--- src/rtl/ep_stat_pkg.sv ---
package ep_stat_pkg;
  typedef enum logic [1:0] {
    OP_NONE = 2'd0,
    OP_STAT = 2'd1,
    OP_CLR  = 2'd2,
    OP_FIFO = 2'd3
  } bus_op_e;
endpackage

--- src/rtl/ep_bus_dec.sv ---
module ep_bus_dec
  import ep_stat_pkg::*;
#(
  parameter int unsigned         ADDR_W    = 8,
  parameter logic [ADDR_W-1:0]   STAT_ADDR = 'h10,
  parameter logic [ADDR_W-1:0]   CLR_ADDR  = 'h11,
  parameter logic [ADDR_W-1:0]   FIFO_ADDR = 'h18
) (
  input  logic [ADDR_W-1:0] addr_i,
  output bus_op_e           op_o
);
  always_comb begin
    op_o = OP_NONE;
    if (addr_i == STAT_ADDR)      op_o = OP_STAT;
    else if (addr_i == CLR_ADDR)  op_o = OP_CLR;
    else if (addr_i == FIFO_ADDR) op_o = OP_FIFO;
  end
endmodule

--- src/rtl/ep_stat_cell.sv ---
module ep_stat_cell (
  input  logic clk_i,
  input  logic rst_ni,
  input  logic en_i,
  input  logic set_i,
  input  logic clr_i,
  output logic q_o
);
  always_ff @(posedge clk_i or negedge rst_ni) begin
    if (!rst_ni)     q_o <= 1'b0;
    else if (!en_i)  q_o <= 1'b0;
    else if (set_i)  q_o <= 1'b1;   // set beats clear
    else if (clr_i)  q_o <= 1'b0;
  end


  set_prio_chk: assert property (@(posedge clk_i) disable iff (!rst_ni)
    en_i && set_i |=> q_o);

  dis_clear_chk: assert property (@(posedge clk_i) disable iff (!rst_ni)
    !en_i |=> !q_o);
endmodule

--- src/rtl/ep_chg_irq.sv ---
module ep_chg_irq #(
  parameter int unsigned W = 8
) (
  input  logic         clk_i,
  input  logic         rst_ni,
  input  logic [W-1:0] cur_i,
  output logic         irq_o
);
  logic [W-1:0] prev_q;

  always_ff @(posedge clk_i or negedge rst_ni) begin
    if (!rst_ni) prev_q <= '0;
    else         prev_q <= cur_i;
  end

  assign irq_o = |(cur_i ^ prev_q);
endmodule

--- src/rtl/ep_irq_status.sv ---
module ep_irq_status
  import ep_stat_pkg::*;
#(
  parameter int unsigned       ADDR_W    = 8,
  parameter logic [ADDR_W-1:0] STAT_ADDR = 'h10,
  parameter logic [ADDR_W-1:0] CLR_ADDR  = 'h11,
  parameter logic [ADDR_W-1:0] FIFO_ADDR = 'h18,
  parameter int unsigned       NAK_BIT   = 5,
  parameter int unsigned       TGL_BIT   = 4
) (
  input  logic              clk_i,
  input  logic              rst_ni,
  input  logic              ep_en_i,
  input  logic              nak_evt_i,
  input  logic              tgl_evt_i,
  input  logic [ADDR_W-1:0] bus_addr_i,
  input  logic              bus_wr_i,
  input  logic [7:0]        bus_wdata_i,
  output logic [7:0]        bus_rdata_o,
  output logic              irq_o
);
  localparam int unsigned NFLAG = 2;
  localparam int unsigned BIT_POS [NFLAG] = '{NAK_BIT, TGL_BIT};
  localparam logic [7:0]  IMPL_MASK = (8'h1 << NAK_BIT) | (8'h1 << TGL_BIT);

  bus_op_e           op;
  logic              clr_wr, fifo_wr;
  logic [NFLAG-1:0]  set_v, clr_v, q_v;
  logic [7:0]        stat;

  ep_bus_dec #(
    .ADDR_W(ADDR_W), .STAT_ADDR(STAT_ADDR),
    .CLR_ADDR(CLR_ADDR), .FIFO_ADDR(FIFO_ADDR)
  ) u_dec (
    .addr_i(bus_addr_i),
    .op_o  (op)
  );

  assign clr_wr  = bus_wr_i && (op == OP_CLR);
  assign fifo_wr = bus_wr_i && (op == OP_FIFO);
  assign set_v   = {tgl_evt_i, nak_evt_i};

  for (genvar i = 0; i < NFLAG; i++) begin : g_flag
    // flag 1 (swap) also clears on the FIFO write
    if (i == 1) begin : g_auto
      assign clr_v[i] = (clr_wr && !bus_wdata_i[BIT_POS[i]]) || fifo_wr;
    end else begin : g_man
      assign clr_v[i] = clr_wr && !bus_wdata_i[BIT_POS[i]];
    end
    ep_stat_cell u_cell (
      .clk_i (clk_i),
      .rst_ni(rst_ni),
      .en_i  (ep_en_i),
      .set_i (set_v[i]),
      .clr_i (clr_v[i]),
      .q_o   (q_v[i])
    );
  end

  always_comb begin
    stat          = '0;
    stat[NAK_BIT] = q_v[0];
    stat[TGL_BIT] = q_v[1];
  end

  ep_chg_irq #(.W(8)) u_irq (
    .clk_i (clk_i),
    .rst_ni(rst_ni),
    .cur_i (stat),
    .irq_o (irq_o)
  );

  assign bus_rdata_o = (op == OP_STAT) ? stat : 8'h00;


  always_comb begin
    unused_zero_chk: assert ((bus_rdata_o & ~IMPL_MASK) == 8'h00);
  end


  irq_on_nak_chk: assert property (@(posedge clk_i) disable iff (!rst_ni)
    ep_en_i && nak_evt_i && !stat[NAK_BIT] |=> irq_o);

  fifo_clr_chk: assert property (@(posedge clk_i) disable iff (!rst_ni)
    fifo_wr && !tgl_evt_i |=> !stat[TGL_BIT]);

  ro_stat_chk: assert property (@(posedge clk_i) disable iff (!rst_ni)
    ep_en_i && bus_wr_i && op == OP_STAT && !nak_evt_i && !tgl_evt_i
    |=> $stable(stat));
endmodule

--- config.mk ---
export PLATFORM = sky130hd
export DESIGN_NAME = ep_irq_status
export DESIGN_NICKNAME = d
export VERILOG_FILES = /design/src/rtl/ep_stat_pkg.sv /design/src/rtl/ep_bus_dec.sv /design/src/rtl/ep_stat_cell.sv /design/src/rtl/ep_chg_irq.sv /design/src/rtl/ep_irq_status.sv
export SDC_FILE = /design/constraint.sdc
export NUM_CORES = 1
export LEC_CHECK = 0
export ABC_AREA = 1
export BUFFER_PORTS_ARGS = -buffer_cell sky130_fd_sc_hd__buf_2
export CAP_MARGIN = 20
export CORE_AREA = 3 3 40 42
export CTS_BUF_LIST = sky130_fd_sc_hd__clkbuf_16
export DETAILED_ROUTE_END_ITERATION = 10
export DIE_AREA = 0 0 43 45
export SLEW_MARGIN = 30
export SYNTH_ARGS = -nofsm -noshare
export SYNTH_HDL_FRONTEND = slang
export SYNTH_SLANG_ARGS = --single-unit
--- constraint.sdc ---
create_clock -name clk_i -period 1.7 [get_ports clk_i]
set_clock_uncertainty 0.15 [all_clocks]
set_input_delay 0.17 -clock clk_i [delete_from_list [all_inputs] [get_ports clk_i]]
set_output_delay 0.17 -clock clk_i [all_outputs]
set_load 0.01 [all_outputs]
### Word level (Yosys, flattened, before mapping)

Index checks and enable logic that the tools add are counted.

* register bits: 4
* logic and storage cells: 30
* input bits: 22
* output and inout bits: 9

* equal/unequal tests: 8
* bitwise gates (word level): 1
* multiplexer cells: 10
* reduce and logical (&&, ||, !) cells: 8

Operators by type and width (number)
* 8-bit by 5-bit equality test with 1-bit output (second input constant): 3
* 8-bit OR reduction: 1
* 1-bit 2-to-1 mux: 6
* 2-bit 2-to-1 mux: 3
* 6-bit 2-to-1 mux: 1
* 3-bit by 1-bit inequality test with 1-bit output (second input constant): 2
* 6-bit bitwise XOR: 1
* 2-bit equality test (second input constant): 2
* 1-bit logical AND: 4
* 2-bit by 1-bit equality test with 1-bit output (second input constant): 1
* 1-bit zero test: 2
* 1-bit logical OR: 1

### Depth between registers and ports, before layout

Gate-level depths: netlist (run 1).

* word-level depth: 11
* depth in mapped cells: 6
* depth with buffers taken out: 6

### Modules after synthesis

Synthesis (run 1) repeated with hierarchy kept, for this count alone.

* cells, all modules: 88
* area, all modules: 608.1 µm²

By module, submodules not included
* ep_chg_irq: times used 1, cells an instance 35, sequential area each 200.2 µm², area each 326.6 µm²
* ep_irq_status: times used 1, cells an instance 19, sequential area each 0.0 µm², area each 98.8 µm²
* ep_stat_cell: times used 2, cells an instance 6, sequential area each 25.0 µm², area each 48.8 µm²
* ep_bus_dec: times used 1, cells an instance 22, sequential area each 0.0 µm², area each 85.1 µm²

### Least setup slack after synthesis (run 1)

No wires, ideal clock.

* path kind: register to output
* start point: register g_flag[0].u_cell.q_o
* end point: output irq_o
* path slack: 0.745 ns
* cell stages (with the launch flop): 3
* path buffers: 0
* data arrival time: 0.635 ns
* required time: 1.380 ns
* path through: dfrtp_1 > xnor2_1 > nand2_1

* cells in the longest elaborated chain, start to end: 2

RTL lines
* start: declaration: line ep_stat_cell.sv:7 `output logic q_o`
* start signal: assignment: line ep_stat_cell.sv:10 `if (!rst_ni) q_o <= 1'b0;`
* start signal: assignment: line ep_stat_cell.sv:11 `else if (!en_i) q_o <= 1'b0;`
* start signal: assignment: line ep_stat_cell.sv:12 `else if (set_i) q_o <= 1'b1;`
* 6-bit bitwise XOR: line ep_chg_irq.sv:16 `assign irq_o = |(cur_i ^ prev_q);`
* 8-bit OR reduction: line ep_chg_irq.sv:16
* end: declaration: line ep_irq_status.sv:20 `output logic irq_o`

No other way between the ends.

### Worst setup path after layout (run 1)

Same ends and word-level chain as after synthesis.

==> impl_metrics.ini, run 1 <==
[timing]
rsz0062_at_grt = no
post-route-period-util = 0.772
finalCriticalPeriod_ps = 1310
setup_ws_ps = 388
timing.fmax_mhz = 762
setup-violations-final = 0
finalSetupTns_ps = 0
hold_violations = 0
hold_ws_ps = 26.5
final_max_slew_viol_count = 0

[layout]
syn_to_final_growth_pct = 50.8
finalNetCount = 95
seq_area_um2 = 100
multi_input_area_um2 = 159
drive_gt1_frac = 0.394
utilization = 0.388
antenna_cells = 0
fillerInstances = 145

[worst_setup_path]
crit_fanout = 4
required_ps = 1380
r2r_start = g_flag[0].u_cell.q_o$_DFFE_PN0P_
worst_path_max_delay_cell = dfrtp_1
cp-start-kind = flop
cp_top_family = flip-flops
rr_worst_depth = 2
r2r_slack_ps = 880
cp.arrival_ps = 990
critPathBufInv = 1
path_cells = xnor2_1, nand2_1, buf_2
startpoint = g_flag[0].u_cell.q_o$_DFFE_PN0P_
path_class = flop to primary output
worstReg2RegEnd = g_flag[0].u_cell.q_o$_DFFE_PN0P_
slowest_delay_ps = 410
endpoint_kind = primary output

[synthesis]
synth-async-reset-ratio = 1.00
synthTopCellsByCount = nand2_1, inv_1, buf_4, nor2_1, dfrtp_1
syn_area_per_cell_um2 = 6.61
synthMostInstantiatedCell = nand2_1
ys_ff_latch = 4
ys.flop_type = dfrtp_1
yosysWarnings = 0
synth_top_area_share = 0.303
syn_inst = 50
synth_area_um2 = 330
yosysUniqueCellTypes = 13
synth_edf_count = 0
synth_largest_area_cell = dfrtp_1
synth_area_leaders = dfrtp_1, buf_4, nand2_1, inv_1, nor2_1
yosysSeqAreaShare = 0.303

[power_and_ir_drop]
swShare = 0.189
p_clk_frac = 0.679
max-vdd-ir-drop_v = 0.000553
powerDensity_nw_per_um2 = 1070
internal-power_w = 0.000432
power_leakage_nw = 0.291
power_frac_comb = 0.117
p_sw_w = 0.000100
seqPwrFrac = 0.203

[place]
gp_congestion = 0.646
pre_cts_slack_ps = 596
io_buffers = 18
dp_hpwl_um = 536

[floorplan]
core_area_um2 = 1280
die_y_um = 45
die-area_um2 = 1940
start_util = 0.257
io_pins = 31
rows = 13
chipWidth_um = 43

[routing]
vias_per_cell = 3.79
drc = 0
wl_per_cell_um = 7.08
drtIter0Drc = 17
wl_um = 609
ant_nets = 0
vias = 326
dr.pass1.iters = 4

[global_routing]
grt_first_pass_wirelength_um = 1120
grt_max_degree = 5
antenna_found_initial = 0
grt_overflow = 0
grt_pass1_vias = 316
track_usage = 0.0803

[hold_path]
hold_class = input pin to flop
worstHoldPathCells = 3
holdPathEnd = g_flag[0].u_cell.q_o$_DFFE_PN0P_
min_from = nak_evt_i

[clock_tree]
cts_tree = done
postCtsSetupBuffers = 0
clock_path_buffers = 2
cts_made_buffers = 3
clk_pin_slew_ps = 30
clock_latency_ps = 220
root_buffer = clkbuf_16
clock-sinks = 4
htreeDepth = 1

[job]
cap_violations = 0

[status]
run_status = finished clean
==> timing repair <==
item,4_1_cts,5_1_grt
hold buffers,1,0
hold endpoints to repair,4,0
gates resized for setup,0,0
==> power by group through the flow <==
stage               clock network [W]  registers [W]  logic [W]
floorplan                           0       0.000108  0.0000445
global placement                    0       0.000110  0.0000599
finish                       0.000362       0.000108  0.0000624
CTS                          0.000364       0.000108  0.0000632
detailed placement                  0       0.000110  0.0000612
global route                 0.000374       0.000110  0.0000719
==> layer usage <==
metal	part of all wire	GRT usage	vias to the layer above
met2	0.49	0.132	15
met3	0.11	0.0279	2
li1	-	-	176
met5	0	0	-
met4	0.023	0.0723	0
met1	0.38	0.0807	133
==> cell usage in the layout (no fill, tap or decap) <==
cell | synthesis | routed
buf_2 | 0 | 18
clkbuf_16 | 0 | 3
conb_1 | 1 | 6
dfrtp_1 | 4 | 4
dlygate4sd3_1 | 0 | 1
inv_1 | 9 | 9
inv_2 | 3 | 3
nand2_1 | 10 | 10
nand2_2 | 2 | 2
nand3_1 | 2 | 2
nand4_1 | 3 | 3
nor2_1 | 6 | 6
nor2_2 | 1 | 1
nor2_4 | 1 | 1
xnor2_1 | 2 | 2
==> tightest hold or removal path: cells and delay by family <==
| family | cells | cell delay (ps) |
|---|---|---|
| simple gates | 2 | 110 |
| buf+inv | 1 | 90 |
==> final cells by class <==
class | instances | area share
multi-input combinational | 33 | 0.319
sequential | 4 | 0.201
timing repair buffer | 19 | 0.201
clock buffer | 3 | 0.151
inverter | 12 | 0.0905
tap | 15 | 0.0377
==> state kept, by name, indices dropped and copies added (netlist names) <==
register and cells:
g_flag.u_cell.q_o 2, u_irq.prev_q 2
==> cell families (layout without fill, tap and decap cells) <==
kind of cell,Yosys count,after routing,share of synthesized area
other,1,6,0.0114
buffers and inverters,18,34,0.273
and+or+nand+nor,25,25,0.360
xor gates and xnor gates,2,2,0.0530
DFF,4,4,0.303
==> how the worst max path moves through the flow <==
stage	end	cells past startpoint
2_1_floorplan	irq_o	2
3_5_place_dp	bus_rdata_o[4]	7
5_1_grt	irq_o	3
4_1_cts	irq_o	3
3_3_place_gp	bus_rdata_o[5]	7
6_report	irq_o	3
==> through the flow <==
| stage | cells | cell area [um^2] | power, W |
|---|---|---|---|
| finish | 86 | 498 | 0.000532 |
| CTS | 86 | 498 | 0.000535 |
| global route | 86 | 498 | 0.000556 |
| global placement | 82 | 413 | 0.000169 |
| detailed placement | 82 | 413 | 0.000171 |
| floorplan | 55 | 349 | 0.000153 |
No activity file was read; power rests on OpenSTA's default activity.
==> run 2, diff against run 1 <==
ABC_AREA = 0   (was 1)
clock period = 1.25 ns   (was 1.7 ns; I/O delays follow)
==> run 2 against run 1 <==
The run now ends with setup timing left. Via count down 18%. Flip-flop and latch count unchanged. Die area unchanged. Critical path depth up 2. Routed wire length up 0.99%. Register-to-register slack worse by 670 ps. Sequential share of layout area up 0.41 points. Synthesized cell count down 46%. Critical path type is now input pin to primary output. Critical endpoint is now bus_rdata_o[5]. Largest power group unchanged.
==> impl_metrics.ini, run 2 <==
[place]
dp_cells = 59
gp_congestion = 0.660
dp_hpwl_um = 470
pre_cts_slack_ps = -506
io_buffers = 18
place_area_um2 = 372

[timing]
hold_violations = 0
final_max_slew_viol_count = 0
finalSetupTns_ps = -1190
setup-violations-final = 4
setup_ws_ps = -508
post-route-period-util = 1.41
hold_ws_ps = 2.40
finalCriticalPeriod_ps = 1760
rsz0062_at_grt = yes
timing.fmax_mhz = 569

[clock_tree]
root_buffer = clkbuf_16
htreeDepth = 1
cts_tree = done
clock-sinks = 4
clock_latency_ps = 220
clock_path_buffers = 2
cts_made_buffers = 3
clk_pin_slew_ps = 30

[worst_setup_path]
slowest_delay_ps = 520
crit_fanout = 3
cp.arrival_ps = 1480
required_ps = 980
cp_top_family = simple AND/OR/NAND/NOR gates
endpoint_kind = primary output
cp-start-kind = input pin
worst_path_max_delay_cell = or4_4
path_class = input pin to primary output
critPathBufInv = 2
path_cells = buf_6, or4_4, or3_4, nor3b_4, buf_2

[synthesis]
yosysWarnings = 0
yosysSeqAreaShare = 0.376
syn_area_per_cell_um2 = 9.87
synth_top_area_share = 0.376
ys.flop_type = dfrtp_1
synthTopCellsByCount = buf_4, dfrtp_1, nand2_1, nor3b_1, xnor2_1
synth_area_leaders = dfrtp_1, buf_4, xnor2_1, nor3b_1, mux2_2
synthMostInstantiatedCell = buf_4
synth-xor-area-share = 0.0657
synth_top_family_by_area = simple AND/OR/NAND/NOR gates
synth_mux_area_frac = 0.0423
synth_largest_area_cell = dfrtp_1
syn_inst = 27
synth_area_um2 = 267
synth-async-reset-ratio = 1.00
synth_compound_area_frac = 0.0845
ys_ff_latch = 4
synth-simple-area-share = 0.249
yosysUniqueCellTypes = 16
synth_edf_count = 0
yosys.area_share.adder = 0

[layout]
finalNetCount = 75
antenna_cells = 0
drive_gt1_frac = 0.549
largest_registers = g_flag.u_cell.q_o (2), u_irq.prev_q (2)
final_common_cell = buf_2
syn_to_final_growth_pct = 83.1
most-common-layout-cells = buf_2, conb_1, dfrtp_1
stdcell_count = 66
fin_area_um2 = 488

[global_routing]
grt_first_pass_wirelength_um = 897
antenna_found_initial = 0
use_met2 = 0.0988
grt_max_degree = 5
track_usage = 0.0702
top_usage_layer = met2
met1_usage = 0.0657
grt_overflow = 0
use_met3 = 0.0478
grt_pass1_vias = 241

[floorplan]
start_util = 0.207
io_pins = 31
rows = 13
die-area_um2 = 1940
die_y_um = 45
core_area_um2 = 1280
chipWidth_um = 43

[power_and_ir_drop]
power_leakage_nw = 0.244
powerDensity_nw_per_um2 = 1490
max-vdd-ir-drop_v = 0.000546

[status]
failed_checks = setup timing
run_status = finished with violations

[routing]
vias_per_cell = 4.06
dr.pass1.iters = 2
drtIter0Drc = 1
ant_nets = 0
wl_per_cell_um = 9.32
drc = 0
wl_um = 615
vias = 268

[hold_path]
hold_class = input pin to flop

[job]
cap_violations = 0
==> run 2: changes by cell type in the layout (fill, tap and decap cells not counted), sizes merged, moves of 3 or more <==
cell	previous run	this run
nand4	3	0
nor2	8	1
inv	12	0
nand2	12	2
==> run 2: per-stage QoR <==
| step | total power [W] | util |
|---|---|---|
| final | 0.000727 | 0.380 |
| after detailed placement | 0.000220 | 0.289 |
| after CTS | 0.000736 | 0.380 |
| after global routing | 0.000754 | 0.380 |
| after global placement | 0.000219 | 0.289 |
| after floorplan | 0.000196 | - |
==> run 2: routing by layer <==
layer	wire (um)	up-vias
li1	-	131
met1	209	117
met2	298	17
met3	86	3
met4	21	0
met5	0	-
==> run 2: report_power, final <==
group	internal (W)	switching, W
combinational	0.0000491	0.0000355
clock	0.000408	0.0000869
sequential	0.000139	0.00000779
==> run 2: cell families after synthesis <==
family                    after synthesis
muxes                                   1
DFF                                     4
AOI/OAI and AO/OA                       3
other                                   1
xor gates and xnor gates                2
and+or+nand+nor                        10
buffers and inverters                   6
==> run 2: cell type report <==
cell class	instances	area (um^2)
Tap cell	15	18.8
Multi-Input combinational cell	22	163
Fill cell	128	797
Clock buffer	3	75.1
Sequential cell	4	100
Timing Repair Buffer	22	131
==> run 2: what timing repair did <==
| action | 4_1_cts | 5_1_grt |
|---|---|---|
| pin swaps | 4 | 3 |
| gates cloned | 0 | 0 |
| setup endpoints to repair | 4 | 4 |
| hold buffers | 2 | 0 |
| buffers inserted | 2 | 0 |
| gates resized for setup | 1 | 0 |
| endpoints found under the hold margin | 5 | 0 |
==> run 2: path summary, 6_finish.rpt <==
| kind | startpoint | to | slack [ps] | cells past startpoint |
|---|---|---|---|---|
| max in group asynchronous | rst_ni | u_irq.prev_q[5]$_DFF_PN0_ | 750 | 2 |
| hold reg to reg | g_flag[1].u_cell.q_o$_DFFE_PN0P_ | u_irq.prev_q[4]$_DFF_PN0_ | 310 | 0 |
| setup / recovery | bus_addr_i[1] | bus_rdata_o[5] | -510 | 5 |
| hold / removal | ep_en_i | g_flag[0].u_cell.q_o$_DFFE_PN0P_ | 2 | 2 |
| min in group asynchronous | rst_ni | g_flag[0].u_cell.q_o$_DFFE_PN0P_ | 80 | 2 |
| setup reg to reg | g_flag[1].u_cell.q_o$_DFFE_PN0P_ | g_flag[1].u_cell.q_o$_DFFE_PN0P_ | 210 | 3 |
==> run 3, diff against run 2 <==
TNS_END_PERCENT = 30   (was unset)
==> run 3 against run 2 <==
The flow still finishes with violations (setup timing). Final area fell by 3.1%. Non-clock buffer count down 2. Utilization fell by 1.2 points. Combinational power fell by 8.0%. Critical path type unchanged. Critical endpoint unchanged. Largest power group unchanged.
==> impl_metrics.ini, run 3 (synthesis results as in run 2) <==
[routing]
ant_nets = 0
wl_um = 595
drtIter0Drc = 0
vias_per_cell = 3.97
vias = 254
dr.pass1.iters = 1
drc = 0
wl_per_cell_um = 9.30

[global_routing]
grt_overflow = 0
grt_first_pass_wirelength_um = 897
track_usage = 0.0702
grt_max_degree = 5
antenna_found_initial = 0
grt_pass1_vias = 238

[power_and_ir_drop]
powerDensity_nw_per_um2 = 1520
max-vdd-ir-drop_v = 0.000545
power_leakage_nw = 0.234

[worst_setup_path]
r2r_start = g_flag[0].u_cell.q_o$_DFFE_PN0P_
required_ps = 980
startpoint = bus_addr_i[1]
cp-start-kind = input pin
endpoint_kind = primary output
critPathBufInv = 2
cp.arrival_ps = 1460
cp_top_family = simple AND/OR/NAND/NOR gates
crit_fanout = 3
slowest_delay_ps = 520
path_class = input pin to primary output
worst_path_max_delay_cell = or4_4
path_cells = buf_6, or4_4, or3_4, nor3b_4, buf_2

[hold_path]
min_from = ep_en_i
hold_class = input pin to flop

[layout]
seq_area_um2 = 100
antenna_cells = 0
multi_input_area_um2 = 163
fin_area_um2 = 473
largest_registers = g_flag.u_cell.q_o (2), u_irq.prev_q (2)
syn_to_final_growth_pct = 77.5
most-common-layout-cells = buf_2, conb_1, dfrtp_1
finalNetCount = 73
drive_gt1_frac = 0.531
final_common_cell = buf_2
fillerInstances = 128

[clock_tree]
clock-sinks = 4
htreeDepth = 1
cts_made_buffers = 3
postCtsSetupBuffers = 0
clock_path_buffers = 2
root_buffer = clkbuf_16
clock_latency_ps = 220
clk_pin_slew_ps = 30
cts_tree = done

[timing]
setup_ws_ps = -488
post-route-period-util = 1.39
timing.fmax_mhz = 575
setup-violations-final = 4
hold_violations = 0
hold_ws_ps = 1.91
rsz0062_at_grt = yes
finalCriticalPeriod_ps = 1740
final_max_slew_viol_count = 0

[place]
dp_hpwl_um = 470
io_buffers = 18
gp_congestion = 0.660
pre_cts_slack_ps = -506
place_area_um2 = 372

[status]
run_status = finished with violations
failed_checks = setup timing

[job]
cap_violations = 0

[floorplan]
die-area_um2 = 1940
chipWidth_um = 43
rows = 13
core_area_um2 = 1280
io_pins = 31
start_util = 0.207
die_y_um = 45
[run 3: cell types whose count changed in the layout (fill, tap and decap cells not counted)]
| cell | before | now |
|---|---|---|
| buf_4 | 2 | 0 |
[run 3: cell type report]
type	instances	area share
Multi-Input combinational cell	22	0.344
Timing Repair Buffer	20	0.246
Sequential cell	4	0.212
Clock buffer	3	0.159
Tap cell	15	0.0397
[run 3: final timing paths]
path | slack (ps) | endpoint | cells past startpoint
setup / recovery | -490 | bus_rdata_o[5] | 5
max in group asynchronous | 750 | u_irq.prev_q[5]$_DFF_PN0_ | 2
hold reg to reg | 300 | u_irq.prev_q[4]$_DFF_PN0_ | 0
min in group asynchronous | 80 | g_flag[0].u_cell.q_o$_DFFE_PN0P_ | 2
hold / removal | 2 | g_flag[0].u_cell.q_o$_DFFE_PN0P_ | 2
setup reg to reg | 310 | g_flag[0].u_cell.q_o$_DFFE_PN0P_ | 1
[run 3: what timing repair did]
action | in CTS | in global routing
endpoints found under the setup margin | 4 | 4
gates resized for setup | 1 | 0
endpoints found under the hold margin | 5 | 0
pin swaps | 1 | 2
hold buffers | 2 | 0
[run 3: through the flow]
| step | TNS, ps | std cells | utilization | power, W |
|---|---|---|---|---|
| floorplan | -881 | 32 | - | 0.000196 |
| global placement | -1480 | 59 | 0.289 | 0.000219 |
| detailed placement | -1500 | 59 | 0.289 | 0.000220 |
| CTS | -1200 | 64 | 0.368 | 0.000730 |
| global route | -1300 | 64 | 0.368 | 0.000747 |
| finish | -1140 | 64 | 0.368 | 0.000719 |
[run 3: power by group]
| group | internal, W | total (W) | switching, W |
|---|---|---|---|
| sequential | 0.000139 | 0.000147 | 0.00000766 |
| clock | 0.000408 | 0.000494 | 0.0000861 |
| combinational | 0.0000441 | 0.0000779 | 0.0000338 |
| total | 0.000592 | 0.000719 | 0.000128 |
[run 3: routing by layer]
layer,vias to the layer above,share of wire,GRT usage
li1,126,-,-
met5,-,0,0
met3,3,0.14,0.0478
met2,17,0.47,0.0958
met1,108,0.35,0.0681
met4,0,0.035,0.0723
